<file path="src/rtl/sfd_wake_pkg.sv">
package sfd_wake_pkg;

    localparam int BIT_SIE  = 7;
    localparam int BIT_FLAG = 6;
    localparam int BIT_DET  = 5;

    typedef enum logic {
        LN_IDLE,
        LN_LOW
    } line_state_e;

    typedef enum logic {
        FL_CLEAR,
        FL_SET
    } flag_state_e;

    typedef enum logic [1:0] {
        WK_ARMED,
        WK_PULSE,
        WK_HELD
    } wake_state_e;

    typedef struct packed {
        logic start_ie;
        logic flag;
        logic det_en;
    } ctrl_t;

endpackage

</file>
<file path="src/rtl/sfd_sync.sv">
module sfd_sync #(
    parameter int STAGES = 2
) (
    input  logic clk,
    input  logic rst_n,
    input  logic din,
    output logic dout
);

    logic [STAGES-1:0] chain;

    generate
        for (genvar g = 0; g < STAGES; g++) begin : g_stage
            if (g == 0) begin : g_first
                always_ff @(posedge clk or negedge rst_n) begin
                    if (!rst_n) chain[0] <= 1'b1;
                    else        chain[0] <= din;
                end
            end else begin : g_next
                always_ff @(posedge clk or negedge rst_n) begin
                    if (!rst_n) chain[g] <= 1'b1;
                    else        chain[g] <= chain[g-1];
                end
            end
        end
    endgenerate

    assign dout = chain[STAGES-1];

endmodule

</file>
<file path="src/rtl/sfd_line_fsm.sv">
module sfd_line_fsm
    import sfd_wake_pkg::*;
(
    input  logic clk,
    input  logic rst_n,
    input  logic line_s,
    output logic fall
);

    line_state_e state, state_nx;

    always_ff @(posedge clk or negedge rst_n) begin
        if (!rst_n) state <= LN_IDLE;
        else        state <= state_nx;
    end

    always_comb begin
        state_nx = state;
        fall     = 1'b0;
        unique case (state)
            LN_IDLE: if (!line_s) begin
                state_nx = LN_LOW;
                fall     = 1'b1;
            end
            LN_LOW:  if (line_s) state_nx = LN_IDLE;
            default: state_nx = LN_IDLE;
        endcase
    end

    AST_FALL_ISOLATED: assert property (@(posedge clk) disable iff (!rst_n)
        fall |=> !fall);

endmodule

</file>
<file path="src/rtl/sfd_ctrl_reg.sv">
module sfd_ctrl_reg
    import sfd_wake_pkg::*;
#(
    parameter int CTRL_W = 8
) (
    input  logic              clk,
    input  logic              rst_n,
    input  logic              wr_en,
    input  logic [CTRL_W-1:0] wr_data,
    input  logic              fall,
    output ctrl_t             ctrl,
    output logic [CTRL_W-1:0] rd_data
);

    localparam logic [CTRL_W-1:0] KEEP_MASK =
        (CTRL_W'(1) << BIT_SIE) | (CTRL_W'(1) << BIT_FLAG) | (CTRL_W'(1) << BIT_DET);

    flag_state_e fstate, fstate_nx;
    logic        sie_q, det_q;
    logic        ack;

    assign ack = wr_en && wr_data[BIT_FLAG];

    always_ff @(posedge clk or negedge rst_n) begin
        if (!rst_n) fstate <= FL_CLEAR;
        else        fstate <= fstate_nx;
    end

    always_comb begin
        fstate_nx = fstate;
        unique case (fstate)
            FL_CLEAR: if (fall)         fstate_nx = FL_SET;
            FL_SET:   if (ack && !fall) fstate_nx = FL_CLEAR;
            default:  fstate_nx = FL_CLEAR;
        endcase
    end

    always_ff @(posedge clk or negedge rst_n) begin
        if (!rst_n) begin
            sie_q <= 1'b0;
            det_q <= 1'b0;
        end else if (wr_en) begin
            sie_q <= wr_data[BIT_SIE];
            det_q <= wr_data[BIT_DET];
        end
    end

    always_comb begin
        ctrl.start_ie = sie_q;
        ctrl.flag     = (fstate == FL_SET);
        ctrl.det_en   = det_q;
        rd_data            = '0;
        rd_data[BIT_SIE]   = ctrl.start_ie;
        rd_data[BIT_FLAG]  = ctrl.flag;
        rd_data[BIT_DET]   = ctrl.det_en;
    end

    logic unused_bits;
    assign unused_bits = ^(wr_data & ~KEEP_MASK);

    AST_FLAG_CATCH: assert property (@(posedge clk) disable iff (!rst_n)
        fall |=> ctrl.flag);
    AST_FLAG_STICKY: assert property (@(posedge clk) disable iff (!rst_n)
        (ctrl.flag && !ack) |=> ctrl.flag);
    AST_SET_BEATS_CLEAR: assert property (@(posedge clk) disable iff (!rst_n)
        (fall && ack) |=> rd_data[BIT_FLAG]);
    AST_LOW_BITS_ZERO: assert property (@(posedge clk) disable iff (!rst_n)
        (rd_data & ~KEEP_MASK) == '0);

endmodule

</file>
<file path="src/rtl/sfd_wake_fsm.sv">
module sfd_wake_fsm
    import sfd_wake_pkg::*;
(
    input  logic  clk,
    input  logic  rst_n,
    input  ctrl_t ctrl,
    input  logic  gie,
    input  logic  rxc_ie,
    input  logic  rxc_flag,
    input  logic  sleep,
    output logic  wake
);

    wake_state_e state, state_nx;
    logic        src_hit;
    logic        cond;

    always_comb begin
        src_hit = 1'b0;
        unique case ({ctrl.start_ie, rxc_ie})
            2'b00: src_hit = 1'b0;
            2'b01: src_hit = rxc_flag;
            2'b10: src_hit = ctrl.flag && gie;
            2'b11: src_hit = rxc_flag || (ctrl.flag && gie);
            default: src_hit = 1'b0;
        endcase
        cond = ctrl.det_en && sleep && src_hit;
    end

    always_ff @(posedge clk or negedge rst_n) begin
        if (!rst_n) state <= WK_ARMED;
        else        state <= state_nx;
    end

    always_comb begin
        state_nx = state;
        unique case (state)
            WK_ARMED: if (cond) state_nx = WK_PULSE;
            WK_PULSE: state_nx = cond ? WK_HELD : WK_ARMED;
            WK_HELD:  if (!cond) state_nx = WK_ARMED;
            default:  state_nx = WK_ARMED;
        endcase
    end

    always_comb begin
        wake = (state == WK_PULSE);
    end

    AST_WAKE_ONE_CYCLE: assert property (@(posedge clk) disable iff (!rst_n)
        wake |=> !wake);
    AST_WAKE_NEEDS_SLEEP: assert property (@(posedge clk) disable iff (!rst_n)
        $rose(wake) |-> $past(sleep));
    AST_WAKE_NEEDS_DET: assert property (@(posedge clk) disable iff (!rst_n)
        $rose(wake) |-> $past(ctrl.det_en));
    AST_NO_RESERVED_WAKE: assert property (@(posedge clk) disable iff (!rst_n)
        $rose(wake) |-> $past(ctrl.start_ie || rxc_ie));

endmodule

</file>
<file path="src/rtl/sfd_wake.sv">
module sfd_wake
    import sfd_wake_pkg::*;
#(
    parameter int CTRL_W      = 8,
    parameter int SYNC_STAGES = 2
) (
    input  logic              clk,
    input  logic              rst_n,
    input  logic              wr_en,
    input  logic [CTRL_W-1:0] wr_data,
    output logic [CTRL_W-1:0] rd_data,
    input  logic              rxd,
    input  logic              rxc_flag,
    input  logic              rxc_ie,
    input  logic              gie,
    input  logic              sleep,
    output logic              irq,
    output logic              wake
);

    logic  line_s;
    logic  fall;
    ctrl_t ctrl;

    sfd_sync #(.STAGES(SYNC_STAGES)) i_sync (
        .clk   (clk),
        .rst_n (rst_n),
        .din   (rxd),
        .dout  (line_s)
    );

    sfd_line_fsm i_line (
        .clk    (clk),
        .rst_n  (rst_n),
        .line_s (line_s),
        .fall   (fall)
    );

    sfd_ctrl_reg #(.CTRL_W(CTRL_W)) i_ctrl (
        .clk     (clk),
        .rst_n   (rst_n),
        .wr_en   (wr_en),
        .wr_data (wr_data),
        .fall    (fall),
        .ctrl    (ctrl),
        .rd_data (rd_data)
    );

    sfd_wake_fsm i_wake (
        .clk      (clk),
        .rst_n    (rst_n),
        .ctrl     (ctrl),
        .gie      (gie),
        .rxc_ie   (rxc_ie),
        .rxc_flag (rxc_flag),
        .sleep    (sleep),
        .wake     (wake)
    );

    assign irq = ctrl.start_ie && ctrl.flag && gie;

    AST_IRQ_DROPS_WITH_GIE: assert property (@(posedge clk) disable iff (!rst_n)
        !gie |-> !irq);
    AST_IRQ_NEEDS_FLAG: assert property (@(posedge clk) disable iff (!rst_n)
        irq |-> rd_data[BIT_FLAG]);

endmodule

</file>
<file path="config.mk">
export PLATFORM = sky130hd
export DESIGN_NAME = sfd_wake
export DESIGN_NICKNAME = d
export VERILOG_FILES = /design/src/rtl/sfd_wake_pkg.sv /design/src/rtl/sfd_sync.sv /design/src/rtl/sfd_line_fsm.sv /design/src/rtl/sfd_ctrl_reg.sv /design/src/rtl/sfd_wake_fsm.sv /design/src/rtl/sfd_wake.sv
export SDC_FILE = /design/constraint.sdc
export NUM_CORES = 1
export LEC_CHECK = 0
export CAP_MARGIN = 25
export CORE_AREA = 2 2 39 41
export DETAILED_ROUTE_END_ITERATION = 8
export DIE_AREA = 0 0 41 43
export GPL_TIMING_DRIVEN = 0
export PLACE_DENSITY_LB_ADDON = 0.25
export SYNTH_ARGS = -nofsm -noshare
export SYNTH_HDL_FRONTEND = slang
export SYNTH_SLANG_ARGS = --single-unit
</file>
<file path="constraint.sdc">
create_clock -name clk -period 0.8 [get_ports clk]
set_input_delay 0.16 -clock clk [delete_from_list [all_inputs] [get_ports clk]]
set_output_delay 0.16 -clock clk [all_outputs]
set_load 0.1 [all_outputs]
</file>
## Word level (Yosys, flattened, before mapping)

Cells that the tools add are included.

| word-level totals | value |
|---|---|
| bits of input ports | 16 |
| word-level logic and storage cells | 37 |
| register bits | 8 |

| operators by class | value |
|---|---|
| reductions and logical operators | 12 |
| equality and inequality tests | 7 |
| bitwise logic cells | 1 |
| mux-type cells | 10 |

Operators with widths:

| kind | number |
|---|---|
| $logic_and 1x1->1 | 7 |
| $eq 2x2->1 const B | 3 |
| $mux 2 | 3 |
| $pmux 2 s3 | 1 |
| $eq 2x1->1 const B | 2 |
| $logic_not 2->1 | 2 |
| $mux 1 | 4 |
| $pmux 1 s4 | 1 |
| $ne 2x1->1 const B | 1 |
| $ne 2x2->1 const B | 1 |
| $pmux 1 s2 | 1 |
| $reduce_and 2->1 | 1 |
| $logic_not 1->1 | 1 |
| $logic_or 1x1->1 | 1 |
| $not 1->1 | 1 |

## Longest topological paths before layout

Gate-level depths: netlist of run 1.

| depth | value |
|---|---|
| depth in word-level cells | 6 |
| gate-level depth with buffers | 2 |

## Cells and area by module

Synthesis of run 1 repeated with hierarchy kept, for this count alone.

| second synthesis, totals | value |
|---|---|
| cell total of the unflattened synthesis | 33 |
| area total of the unflattened synthesis | 386.6 µm² |

By module, submodules not included:

| module | times used | seq. area each (µm²) | cells an instance | area each (µm²) |
|---|---|---|---|---|
| sfd_ctrl_reg | 1 | 75.1 | 19 | 195.2 |
| sfd_wake_fsm | 1 | 50.0 | 8 | 100.1 |
| sfd_sync | 1 | 52.6 | 2 | 52.6 |
| sfd_line_fsm | 1 | 25.0 | 3 | 32.5 |
| sfd_wake | 1 | 0.0 | 1 | 6.3 |

## Least setup slack after synthesis of run 1

Ideal clock, no wire load.

| timing path | value |
|---|---|
| path type | register -> output |
| start point | reg i_wake.state[1] |
| end point | out wake |
| required time | 640 ps |
| path slack | -1101 ps |
| arrival time | 1741 ps |
| stages on the path, launching flop included | 2 |
| path through | dfrtp_1 > nor2b_1 |

| between the ends | value |
|---|---|
| word-level cells in the longest chain between the ends | 1 |

RTL lines:

| element | RTL line | RTL |
|---|---|---|
| start: declaration | sfd_wake_fsm.sv:14 | `wake_state_e state, state_nx;` |
| start signal: assignment | sfd_wake_fsm.sv:32 | `else state <= state_nx;` |
| $eq 2x1->1 | sfd_wake_fsm.sv:46 | `wake = (state == WK_PULSE);` |
| end: declaration | sfd_wake.sv:18 | `output logic wake` |

No other way between the ends.

## Final worst setup path of run 1

| timing path | value |
|---|---|
| start point | reg i_ctrl.fstate |
| end point | out irq |

| between the ends | value |
|---|---|
| word-level cells in the longest chain between the ends | 2 |

RTL lines:

| element | RTL line | RTL |
|---|---|---|
| start: declaration | sfd_ctrl_reg.sv:18 | `flag_state_e fstate, fstate_nx;` |
| start signal: assignment | sfd_ctrl_reg.sv:26 | `else fstate <= fstate_nx;` |
| $logic_and 1x1->1 (2 in a row) | sfd_wake.sv:60 | `assign irq = ctrl.start_ie && ctrl.flag && gie;` |
| end: declaration | sfd_wake.sv:17 | `output logic irq,` |

No other way between the ends.

==> reports/qor.json, run 1 <==
{
  "ys_seq_area_share_pct": 55.9,
  "cts-buffers-inserted": 3,
  "grt_pass1_vias": 310,
  "htree_num_levels": 1,
  "totalNegativeSetupSlack_ps": -2510,
  "layout.nets": 78,
  "synthCells": 29,
  "top_level_ports": 26,
  "design.core.area_mm2": 0.00138,
  "hpwl_um": 499,
  "drive_above_1_share_pct": 55.7,
  "total_power_uw": 1380,
  "crit_required_ps": 640,
  "drc": 0,
  "die_x_um": 41,
  "maximum_achievable_frequency_mhz": 866,
  "placement.io_buffers": 15,
  "worst-r2r-cell-count": 4,
  "post-route-min-period_ps": 1160,
  "routed-via-count": 298,
  "non_filler_instance_count_after_layout": 77,
  "worstSetupPathType": "flop to primary output",
  "clock-root-buffer": "sky130_fd_sc_hd__clkbuf_4",
  "cp_num_buf_inv": 1,
  "yosysWarnings": 0,
  "antenna_violations_before_repair": 0,
  "finalCritPeriodShare_pct": 144,
  "final-setup-viol-count": 10,
  "worstPathArrival_ps": 1000,
  "critical_path.max_stage_delay_ps": 380,
  "grt_use_total_pct": 10.2,
  "post_synth.cell_area_avg_um2": 12.5,
  "grt_setup_unrepaired": "yes",
  "numPlacedInstances": 64,
  "clock-sinks": 8,
  "drt_wl_total_um": 698,
  "fillers": 131,
  "failed_checks": "negative setup slack",
  "grt_pass1_wl_um": 1210,
  "drt_iter0_drc": 4,
  "cts.path.max_buffers": 2,
  "outcome": "finished, violations left",
  "path_cells": "and3_4 > buf_12",
  "final_max_slew_viol_count": 0,
  "endpoint_kind": "primary output",
  "synthToLayoutAreaGrowth_pct": 99.3,
  "diodes": 0,
  "pin_count_of_the_biggest_net_entering_global_routing": 9,
  "clock_insertion_delay_at_the_later_pin_of_the_skew_report_ps": 250,
  "cellLeakagePower_uw": 0.000341,
  "crit_path_max_fanout": 3,
  "reg2reg_from": "i_ctrl.sie_q$_DFFE_PN0P_",
  "chipHeight_um": 43,
  "finalClockSkew_ps": 9.59,
  "grt-ovfl-total": 0,
  "drt_pass1_iterations": 3,
  "synth.ff_latch_count": 8,
  "timing.final.hold_violations": 0,
  "powerDensity_mw_per_mm2": 1920,
  "detail_route.wl_per_cell_um": 9.06,
  "place.gp.congestion": 0.678,
  "regToRegEndpoint": "i_wake.state[1]$_DFFE_PN0P_",
  "fp-row-count": 14,
  "tritoncts": "done",
  "die-area_mm2": 0.00176,
  "r2r_setup_slack_ps": -270,
  "cp_slowest_cell": "sky130_fd_sc_hd__dfrtp_1",
  "syn_std_cell_area_um2": 363,
  "critPathLaunch": "i_ctrl.fstate$_DFF_PN0_",
  "timing.critical_path.max_delay_family": "flip-flops",
  "final.setup.worst_slack_ps": -355,
  "postRouteAntennaNets": 0,
  "floorplan.initialDensity_pct": 26.2,
  "timing.max_cap.violations": 0,
  "vdd.ir_drop.worst_mv": 0.969,
  "clk_transition_reported_paths_ps": 60,
  "post_drt_via_cell_ratio": 3.87,
  "hp-class": "input port to async pin",
  "post_synth_num_cell_types": 14,
  "worstSetupStartpointType": "flop"
}
## worst max path at each step
stage	endpoint	slack [ps]	cells past startpoint
5_1_grt	irq	-400	2
3_3_place_gp	irq	-1310	3
4_1_cts	irq	-350	2
3_5_place_dp	irq	-1310	3
6_report	irq	-360	2
2_1_floorplan	wake	-280	1
## repair_timing
action                                  4_1_cts  5_1_grt
pin swaps                                     2        0
buffers inserted                              9        1
hold endpoints to repair                      0        0
endpoints found under the setup margin        9       10
hold buffers                                  0        0
resized for setup                            49        3
## per-stage QoR
stage                     hold WS [ps]  util, %  setup WS [ps]  instance area [µm²]
final                              175     52.3           -355                  723
after global routing               201     52.3           -399                  723
after CTS                          182     51.7           -352                  716
after detailed placement           349     41.0          -1310                  567
after global placement             346     41.0          -1310                  567
after floorplan                   -136        -           -282                  397
## report_power, final
group | leakage (µW) | internal [µW] | switching, µW
clock | 0.0000150 | 191 | 136
combinational | 0.000231 | 252 | 350
sequential | 0.0000949 | 436 | 19.3
total | 0.000341 | 879 | 506
## metal layers
metal  track usage (%)  vias up  part of all wire, %
met5                 0        -                    0
met4              6.00        0                    0
met3              4.19        0                  9.3
met2              15.9       13                   50
met1              10.7      136                   40
li1                  -      149                    -
## final cells by class
| type | instances | area [µm²] | area share [%] |
|---|---|---|---|
| inverter | 1 | 3.75 | 0.519 |
| multi-input combinational | 16 | 134 | 18.5 |
| timing repair buffer | 24 | 269 | 37.2 |
| tap | 16 | 20.0 | 2.77 |
| buffer | 8 | 67.6 | 9.34 |
| clock buffer | 4 | 26.3 | 3.63 |
| sequential | 8 | 203 | 28.0 |
## placed cells by master, fill, tap and decap left out, drive strengths merged, types with 2 or more instances in the layout
| cell | Yosys | routed |
|---|---|---|
| clkbuf | 0 | 4 |
| clkdlybuf4s50 | 0 | 8 |
| dlygate4sd2 | 0 | 2 |
| dfstp | 2 | 2 |
| dfrtp | 6 | 6 |
| nand2 | 2 | 2 |
| conb | 1 | 5 |
| mux2 | 2 | 2 |
| buf | 8 | 22 |
## cells by family after synthesis
logic type,share of synthesized area [%]
buffers and inverters,17.6
flip-flops,55.9
AND/OR/NAND/NOR,12.1
AO/OA/AOI/OAI,4.83
multiplexers,6.21
XOR/XNOR,2.41
other,1.03
## registers in the layout, indices dropped and copies added, names as in the netlist
signal         cells
i_sync.dout        1
i_ctrl.fstate      1
i_ctrl.sie_q       1
i_line.state       1
i_ctrl.det_q       1
i_sync.chain       1
i_wake.state       2
## cells in the mapped netlist (all sizes together)
cell	n	area share, %
nor4	1	3.4
o2bb2ai	1	2.4
dfstp	2	14
mux2	2	6.2
xnor2	1	2.4
conb	1	1.0
a32oi	1	2.4
nor3	1	2.8
nand2	2	2.1
dfrtp	6	41
and3	1	2.1
buf	8	17
nor2b	1	1.7
inv	1	1.0
No activity file was read; power rests on OpenSTA's default activity.
==> run 2: changes to the inputs <==
--- a/config.mk
+++ b/config.mk
@@ -5,7 +5,9 @@
 export SDC_FILE = /design/constraint.sdc
 export NUM_CORES = 1
 export LEC_CHECK = 0
-export CAP_MARGIN = 25
+export ABC_AREA = 1
+export ABC_CLOCK_PERIOD_IN_PS = 800
+export CAP_MARGIN = 20
 export CORE_AREA = 2 2 39 41
 export DETAILED_ROUTE_END_ITERATION = 8
 export DIE_AREA = 0 0 41 43
==> run 2 against run 1 <==
  * Sequential share of layout area rose by 2.5 points
  * Critical endpoint unchanged
  * Largest cell class unchanged
  * The flow still finishes with violations (negative setup slack)
  * First-iteration DRC count fell by 100%
  * Sequential power barely moved
==> reports/qor.json, run 2 <==
{
  "worst-r2r-cell-count": 4,
  "design.core.area_mm2": 0.00138,
  "final-setup-viol-count": 7,
  "share_comb_of_total_power_pct": 39.0,
  "post_synth_and_or_nand_nor_area_fraction_pct": 16.5,
  "synth_mux_area_share_pct": 0,
  "cts.path.max_buffers": 2,
  "worstSetupStartpointType": "flop",
  "most_used_cells_in_the_layout_excluding_fill_and_tap_cells": "10 x sky130_fd_sc_hd__nand2_1, 10 x sky130_fd_sc_hd__clkdlybuf4s50_1, 8 x sky130_fd_sc_hd__buf_4, 6 x sky130_fd_sc_hd__dfrtp_1",
  "timing.max_cap.violations": 0,
  "post-synth-top-area-cell": "sky130_fd_sc_hd__dfrtp_1",
  "drive_above_1_share_pct": 36.4,
  "place.gp.congestion": 0.696,
  "netlist_top_cells_count": "10 x sky130_fd_sc_hd__nand2_1, 8 x sky130_fd_sc_hd__buf_4, 6 x sky130_fd_sc_hd__dfrtp_1, 6 x sky130_fd_sc_hd__inv_1",
  "cts-buffers-inserted": 3,
  "synth_edf_count": 0,
  "pin_count_of_the_biggest_net_entering_global_routing": 9,
  "maximum_achievable_frequency_mhz": 841,
  "grt_pass1_wl_um": 1100,
  "grt_pass1_vias": 296,
  "clock-root-buffer": "sky130_fd_sc_hd__clkbuf_4",
  "drt_iter0_drc": 0,
  "syn_std_cell_area_um2": 364,
  "synth.ff_latch_count": 8,
  "worstSetupPathType": "flop to primary output",
  "post-route-min-period_ps": 1190,
  "finish.utilization_pct": 48.0,
  "finalCritPeriodShare_pct": 149,
  "postRouteAntennaNets": 0,
  "top_register": "i_wake.state",
  "endpoint": "irq",
  "vdd.ir_drop.worst_mv": 0.824,
  "post_synth.cell_area_avg_um2": 8.88,
  "crit_path_max_fanout": 3,
  "post_synth_num_cell_types": 10,
  "outcome": "finished, violations left",
  "clock_insertion_delay_at_the_later_pin_of_the_skew_report_ps": 250,
  "routed-via-count": 306,
  "diodes": 0,
  "grt_use_total_pct": 9.57,
  "die_x_um": 41,
  "tritoncts": "done",
  "regToRegEndpoint": "i_wake.state[1]$_DFFE_PN0P_",
  "drt_wl_total_um": 612,
  "reg2reg_from": "i_wake.state[1]$_DFFE_PN0P_",
  "timing.final.hold_violations": 0,
  "failed_checks": "negative setup slack",
  "clock_power_share_pct": 25.3,
  "largest_family_of_logic_cells_by_synthesized_area": "buffers and inverters",
  "critPathLaunch": "i_ctrl.fstate$_DFF_PN0_",
  "worstPathArrival_ps": 1030,
  "htree_num_levels": 1,
  "synthTopCellsByArea": "sky130_fd_sc_hd__dfrtp_1 41%, sky130_fd_sc_hd__buf_4 16%, sky130_fd_sc_hd__dfstp_2 14%",
  "placement.io_buffers": 15,
  "totalNegativeSetupSlack_ps": -1810,
  "antenna_violations_before_repair": 0,
  "power.internal_uw": 807,
  "clk_transition_reported_paths_ps": 60,
  "non_filler_instance_count_after_layout": 82,
  "numPlacedInstances": 76,
  "top_level_ports": 26,
  "final_max_slew_viol_count": 0,
  "endpoint_kind": "primary output",
  "place_ws_ps": -1290,
  "clock-sinks": 8,
  "fillers": 137,
  "drt_pass1_iterations": 1,
  "grt_setup_unrepaired": "yes",
  "ys_seq_area_share_pct": 55.7,
  "max_reg_flops": 2,
  "hp-class": "input port to async pin",
  "crit_required_ps": 640,
  "fp-row-count": 14,
  "synthToLayoutAreaGrowth_pct": 82.5,
  "fraction_of_synthesized_cell_area_in_xor_and_xnor_cells_pct": 0,
  "drc": 0,
  "netSwitchingFraction_pct": 36.6,
  "share_of_yosys_cell_area_claimed_by_the_top_area_cell_type_pct": 41.2,
  "cts.hold.buffers_added": 0,
  "floorplan.initialDensity_pct": 26.3,
  "cellLeakagePower_uw": 0.000327,
  "worst_hold_slack_ps": 173,
  "hpwl_um": 483,
  "post_drt_via_cell_ratio": 3.73,
  "chipHeight_um": 43,
  "die-area_mm2": 0.00176,
  "synthFlopType": "sky130_fd_sc_hd__dfrtp_1",
  "layout.nets": 83,
  "finalClockSkew_ps": 6.83,
  "yosysWarnings": 0,
  "r2r_setup_slack_ps": -150,
  "flop_pwr_share_pct": 35.7,
  "grt-ovfl-total": 0,
  "power.net_switching_uw": 466,
  "synthMostInstantiatedCell": "sky130_fd_sc_hd__nand2_1",
  "powerDensity_mw_per_mm2": 1920,
  "ys_async_sr_fraction_pct": 100,
  "synth_fa_ha_area_share_pct": 0,
  "complex_gate_fraction_of_the_synthesized_area_pct": 4.12,
  "final.setup.worst_slack_ps": -390,
  "synthCells": 41,
  "detail_route.wl_per_cell_um": 7.46
}
[run 2: cell count changes after synthesis, sizes merged, moves of 2 or more]
cell / delta
nor2: +3
inv: +5
mux2: -2
nand2: +8
o21ai: +3
[run 2: cell type report]
cell class | count | area [µm²] | share of cell area, %
timing repair buffer | 18 | 230 | 34.7
sequential | 8 | 203 | 30.5
multi-input combinational | 23 | 106 | 16.0
buffer | 7 | 52.6 | 7.91
clock buffer | 4 | 26.3 | 3.95
inverter | 6 | 26.3 | 3.95
tap | 16 | 20.0 | 3.01
[run 2: repair_timing]
item                                    4_1_cts  5_1_grt
gates cloned                                  0        0
resized for setup                            44        6
endpoints found under the setup margin        7        9
pin swaps                                     2        1
setup buffers                                 3        0
[run 2: routing by layer]
metal | global-route usage (%) | share of wire, % | vias up
met5 | 0 | 0 | -
met4 | 8.00 | 0 | 0
met3 | 4.19 | 12 | 0
met2 | 13.1 | 52 | 12
met1 | 10.8 | 36 | 137
li1 | - | - | 157
[run 2: how the worst min path moves through the flow]
stage                               from  slack, ps                  endpoint  depth (start not counted)
4_1_cts                            rst_n        180    i_line.state$_DFF_PN0_                          1
6_report                           rst_n        170   i_ctrl.fstate$_DFF_PN0_                          1
3_5_place_dp   i_sync.chain[0]$_DFF_PN1_        350     i_sync.dout$_DFF_PN1_                          0
5_1_grt                            rst_n        190    i_line.state$_DFF_PN0_                          1
3_3_place_gp   i_sync.chain[0]$_DFF_PN1_        350     i_sync.dout$_DFF_PN1_                          0
2_1_floorplan                      rst_n       -140  i_ctrl.det_q$_DFFE_PN0P_                          0
[run 2: metrics by stage]
step,power (µW),cell area [µm²]
after floorplan,785,395
after global placement,886,566
after detailed placement,888,566
after CTS,1290,652
after global routing,1350,664
final,1270,664
[run 2: kinds of logic (layout without fill, tap and decap cells)]
group	count (synthesis)	count (layout)
flops	8	8
buf+inv	14	35
simple gates	15	15
compound gates	3	3
other cells	1	5
[run 2: power by group through the flow]
stage | sequential [µW] | clock [µW] | combinational, µW
floorplan | 454 | 0 | 330
global placement | 458 | 0 | 428
finish | 454 | 322 | 496
CTS | 453 | 346 | 490
detailed placement | 459 | 0 | 429
global route | 458 | 373 | 522
[run 2: worst max-delay path: stages (launching register included)]
cell,delay [ps]
sky130_fd_sc_hd__dfrtp_1,400
sky130_fd_sc_hd__nand3_2,110
sky130_fd_sc_hd__clkinvlp_4,100
sky130_fd_sc_hd__buf_12,170
